[src/rtl/vtg_pkg.sv]
package vtg_pkg;

  // segment order along either axis; the order is the scan behaviour
  typedef enum logic [1:0] {
    SEG_ACT  = 2'd0,
    SEG_FP   = 2'd1,
    SEG_SYNC = 2'd2,
    SEG_BP   = 2'd3
  } seg_e;

  localparam int NUM_SEGS = 4;
  localparam int NUM_REGS = 2 * NUM_SEGS;

  function automatic seg_e seg_after(input seg_e s);
    case (s)
      SEG_ACT:  return SEG_FP;
      SEG_FP:   return SEG_SYNC;
      SEG_SYNC: return SEG_BP;
      default:  return SEG_ACT;
    endcase
  endfunction

endpackage

[src/rtl/vtg_regs.sv]
module vtg_regs
  import vtg_pkg::*;
#(
  parameter int CNT_W = 12,
  parameter logic [NUM_REGS-1:0][CNT_W-1:0] INIT = '0,
  localparam int ADDR_W = $clog2(NUM_REGS)
) (
  input  logic                              clk,
  input  logic                              rst_n,
  input  logic                              wr_en,
  input  logic [ADDR_W-1:0]                 wr_addr,
  input  logic [CNT_W-1:0]                  wr_data,
  input  logic                              reload,
  output logic [NUM_REGS-1:0][CNT_W-1:0]    live
);

  logic [NUM_REGS-1:0][CNT_W-1:0] shadow;

  for (genvar i = 0; i < NUM_REGS; i++) begin : g_reg
    always_ff @(posedge clk) begin
      if (!rst_n) begin
        shadow[i] <= INIT[i];
        live[i]   <= INIT[i];
      end else begin
        if (wr_en && (wr_addr == ADDR_W'(i)))
          shadow[i] <= wr_data;
        if (reload)
          live[i] <= shadow[i];
      end
    end
  end

endmodule

[src/rtl/vtg_axis.sv]
module vtg_axis
  import vtg_pkg::*;
#(
  parameter int CNT_W = 12,
  localparam int POS_W = CNT_W + 2
) (
  input  logic                              clk,
  input  logic                              rst_n,
  input  logic                              adv,
  input  logic [NUM_SEGS-1:0][CNT_W-1:0]    len,
  output seg_e                              seg,
  output logic [POS_W-1:0]                  pos,
  output logic                              last
);

  logic [CNT_W-1:0] seg_cnt;
  logic [CNT_W:0]   cnt_next;
  logic             seg_done;

  assign cnt_next = {1'b0, seg_cnt} + 1'b1;
  // a zero length ends after one step, the same as a length of one
  assign seg_done = cnt_next >= {1'b0, len[seg]};
  assign last     = (seg == SEG_BP) && seg_done;

  always_ff @(posedge clk) begin
    if (!rst_n) begin
      seg     <= SEG_ACT;
      seg_cnt <= '0;
      pos     <= '0;
    end else if (adv) begin
      if (seg_done) begin
        seg     <= seg_after(seg);
        seg_cnt <= '0;
      end else begin
        seg_cnt <= cnt_next[CNT_W-1:0];
      end
      pos <= last ? '0 : pos + 1'b1;
    end
  end

endmodule

[src/rtl/vtg_top.sv]
module vtg_top
  import vtg_pkg::*;
#(
  parameter int CNT_W     = 12,
  parameter int RST_H_ACT = 1920,
  parameter int RST_H_FP  = 205,
  parameter int RST_H_SYN = 50,
  parameter int RST_H_BP  = 255,
  parameter int RST_V_ACT = 1080,
  parameter int RST_V_FP  = 2,
  parameter int RST_V_SYN = 55,
  parameter int RST_V_BP  = 2
) (
  input  logic               clk,
  input  logic               rst_n,
  input  logic               wr_en,
  input  logic [2:0]         wr_addr,
  input  logic [CNT_W-1:0]   wr_data,
  output logic               hsync,
  output logic               vsync,
  output logic               de,
  output logic [CNT_W+1:0]   pix_x,
  output logic [CNT_W+1:0]   pix_y,
  output logic [1:0]         sync_flags
);

  localparam logic [NUM_REGS-1:0][CNT_W-1:0] RST_SET = {
    CNT_W'(RST_V_BP), CNT_W'(RST_V_SYN), CNT_W'(RST_V_FP), CNT_W'(RST_V_ACT),
    CNT_W'(RST_H_BP), CNT_W'(RST_H_SYN), CNT_W'(RST_H_FP), CNT_W'(RST_H_ACT)
  };

  logic [NUM_REGS-1:0][CNT_W-1:0] cur_cfg;
  logic [NUM_SEGS-1:0][CNT_W-1:0] h_len, v_len;
  seg_e h_seg, v_seg;
  logic h_last, v_last, frame_wrap;

  assign h_len      = cur_cfg[NUM_SEGS-1:0];
  assign v_len      = cur_cfg[NUM_REGS-1:NUM_SEGS];
  assign frame_wrap = h_last && v_last;

  vtg_regs #(.CNT_W(CNT_W), .INIT(RST_SET)) u_regs (
    .clk     (clk),
    .rst_n   (rst_n),
    .wr_en   (wr_en),
    .wr_addr (wr_addr),
    .wr_data (wr_data),
    .reload  (frame_wrap),
    .live    (cur_cfg)
  );

  vtg_axis #(.CNT_W(CNT_W)) u_h (
    .clk   (clk),
    .rst_n (rst_n),
    .adv   (1'b1),
    .len   (h_len),
    .seg   (h_seg),
    .pos   (pix_x),
    .last  (h_last)
  );

  vtg_axis #(.CNT_W(CNT_W)) u_v (
    .clk   (clk),
    .rst_n (rst_n),
    .adv   (h_last),
    .len   (v_len),
    .seg   (v_seg),
    .pos   (pix_y),
    .last  (v_last)
  );

  assign hsync      = (h_seg == SEG_SYNC);
  assign vsync      = (v_seg == SEG_SYNC);
  assign de         = (h_seg == SEG_ACT) && (v_seg == SEG_ACT);
  assign sync_flags = {vsync, hsync};

endmodule

[config.mk]
export PLATFORM = sky130hd
export DESIGN_NAME = vtg_top
export DESIGN_NICKNAME = d
export VERILOG_FILES = /design/src/rtl/vtg_pkg.sv /design/src/rtl/vtg_regs.sv /design/src/rtl/vtg_axis.sv /design/src/rtl/vtg_top.sv
export SDC_FILE = /design/constraint.sdc
export NUM_CORES = 1
export LEC_CHECK = 0
export ABC_CLOCK_PERIOD_IN_PS = 4600
export BUFFER_PORTS_ARGS = -buffer_cell sky130_fd_sc_hd__buf_2
export CORE_UTILIZATION = 39
export DETAILED_ROUTE_END_ITERATION = 10
export GPL_TIMING_DRIVEN = 1
export SLEW_MARGIN = 20
export SYNTH_ARGS = -nofsm -noshare
export SYNTH_HDL_FRONTEND = slang
export SYNTH_SLANG_ARGS = --single-unit
[constraint.sdc]
create_clock -name clk -period 4.6 [get_ports clk]
set_input_delay 0.92 -clock clk [delete_from_list [all_inputs] [get_ports clk]]
set_output_delay 0.92 -clock clk [all_outputs]
set_load 0.05 [all_outputs]
==> results by group <==
STA
  – Final setup violation count: 0
  – Hold_ws: 0.453 ns
  – Worst Skew: 0.0134 ns
  – Final hold violations: 0
  – Worst-margin pin slew: 1.11 ns
  – Min Tclk post-route: 3.91 ns
  – Fin crit share: 0.849
  – Fmax: 256 MHz
  – Slew Limit Fails: 0
  – Slew HR: 0.255
  – RSZ-0062 raised after global routing: no
  – Setup TNS: 0 ns

Finish
  – Finished Core Util: 0.447
  – Layout cells sized above 1: 0.117
  – Ant diodes: 0
  – Layout overhead on the synthesized area: 11.6%
  – Most common cell after layout, fill and taps aside: nand2_1
  – Fill cell count: 2821
  – Highest-count cells in the layout ignoring fill and taps: 330 x nand2_1, 248 x dfxtp_1, 75 x a21oi_1, 66 x mux2i_1, 59 x inv_1
  – NumNets Final: 1335
  – Fin area: 0.0126 mm2

Die
  – # IOs: 51
  – Die height: 172 um
  – Placement Rows: 61
  – Die width: 172 um
  – Initial Util: 0.401
  – Core Region: 0.0281 mm2
  – Die area: 0.0295 mm2

Yosys
  – Synth Instances: 1282
  – Top cells by area in the synthesized netlist: dfxtp_1 44%, nand2_1 11%, mux2i_1 5.9%
  – Mean Syn Cell Area: 8.77 um2
  – Synth Cell Area: 0.0112 mm2
  – FFs w/ async S/R, synth: 0
  – Synth top area share: 0.441
  – Netlist cell types: 56
  – Area leader, netlist: dfxtp_1
  – Sequential fraction of the synthesis area: 0.441
  – Synth warn: 0
  – Top_reg_cell synth: dfxtp_1
  – Synthesis-stage register bit count: 248
  – Syn_nets: 1335
  – Post-synth EDFFs: 0

Route
  – Vias: 8788
  – Drt drc: 0
  – Drt wl/cell: 16.4 um
  – Final ANT Viol Nets: 0
  – Vias per cell: 5.25
  – DRT iter0 DRCs: 660
  – DR pass1 iterations: 5
  – Final wirelength: 27500 um

Setup path
  – Critical path arrival: 4.25 ns
  – CP required: 4.95 ns
  – Setup CP Type: register to register
  – Crit path max fanout: 32
  – Critical Path Start: u_v.seg[0]
  – Worst R2R Path Depth: 9
  – CP Capture Type: register
  – R2R Path Start: u_v.seg[0]
  – CP Launch Type: register

Place
  – GPL Wtd Cong: 0.757
  – DP Wirelength: 17200 um
  – Number of buffers added on ports: 50
  – Placed cell areas: 0.0117 mm2

Clock tree
  – TritonCTS Buffers: 27
  – Postcts setup bufs: 0
  – CTS tree: done
  – Clock Latency Late Sink: 0.54 ns
  – Reg clk slew, reported paths: 0.06 ns
  – Root Buffer: clkbuf_16
  – CTS max path bufs: 3
  – Post-CTS Hold Buffers: 0
  – Post-CTS Resized: 0
  – H-tree depth: 1
  – CTS Sinks: 248

Global routing
  – Largest net degree at the start of global routing: 104
  – Total gr overflow: 0
  – Initial antenna violation count: 0
  – First-pass GRT wire length: 44600 um
  – Gr usage total: 0.191
  – Vias in the first global route: 8166

Hold path
  – Hold depth: 2
  – Hold path startpoint: u_regs.shadow[4]
  – HP Class: register to register

Pwr
  – Power per Cell Area: 365 mW/mm2
  – Static leakage: 4.72 nW
  – Peak supply drop: 0.278 mV
  – Power Total: 4.59 mW

Status
  – Outcome: completed

Job
  – Max_cap viols: 0
synth_stat cells, drive strengths merged, types with 7 or more instances:
library cell	n
nand2	330
dfxtp	248
a21oi	77
clkbuf	67
mux2i	66
inv	60
nand3	50
o21ai	37
nor2	36
o211ai	36
ha	35
buf	33
o311ai	31
and3	28
mux4	24
xor2	20
nand4	13
xnor2	12
a31oi	10
nand4b	10
nand3b	7
worst paths after layout:
kind,end,slack [ns]
worst max-delay path,u_regs.live[29],0.69
worst min-delay path,u_regs.shadow[4],0.45
worst max register to register,u_regs.live[29],0.69
worst min register to register,u_regs.shadow[4],0.45
per-layer routing:
metal  share of wire  track usage  vias to the layer above
met4           0.018       0.0439                        0
met3           0.046       0.0232                       36
met1            0.51        0.283                     4153
met2            0.42        0.293                      187
li1                -            -                     4412
met5               0            0                        -
metrics by stage:
step           setup slack [ns]  instances
5_1_grt                   0.368       1675
6_report                  0.694       1675
3_5_place_dp              0.660       1631
2_1_floorplan              1.30       1282
3_3_place_gp              0.764       1631
4_1_cts                   0.625       1675
state kept, by name (all words and copies together), names as in the netlist:
name           count
u_regs.live       96
u_v.seg            2
u_h.pos           14
u_h.seg            2
u_h.seg_cnt       12
u_v.pos           14
u_v.seg_cnt       12
u_regs.shadow     96
worst max-delay path: stages (launching register included):
cell and delay [ns]:
dfxtp_1 0.97, mux4_2 0.61, inv_1 0.08, ha_1 0.23
a21o_1 0.19, a221oi_2 0.29, a21oi_2 0.15, o31ai_4 0.60
buf_4 0.42, o311ai_0 0.16
area by class of cell:
cell class	instances	area, um2	area share
sequential	248	4960	0.395
multi-input combinational	874	5590	0.445
clock buffer	41	818	0.0652
inverter	60	225	0.0179
tap	378	473	0.0377
clock inverter	3	55.1	0.00438
timing repair buffer	71	427	0.0340
power by group:
| part | total (mW) | internal (mW) | switching, mW |
|---|---|---|---|
| clock network | 2.14 | 1.27 | 0.864 |
| registers | 2.22 | 2.19 | 0.0294 |
| logic | 0.237 | 0.0571 | 0.180 |
| total | 4.59 | 3.52 | 1.07 |
cells by family after synthesis:
kind of cell,count (synthesis),share of synthesized area
xor+xnor,32,0.0249
simple gates,508,0.201
fa+ha+maj,35,0.0389
buf+inv,160,0.0631
mux,90,0.107
compound gates,209,0.124
flops,248,0.441
Power figures use the tool's default switching activity.
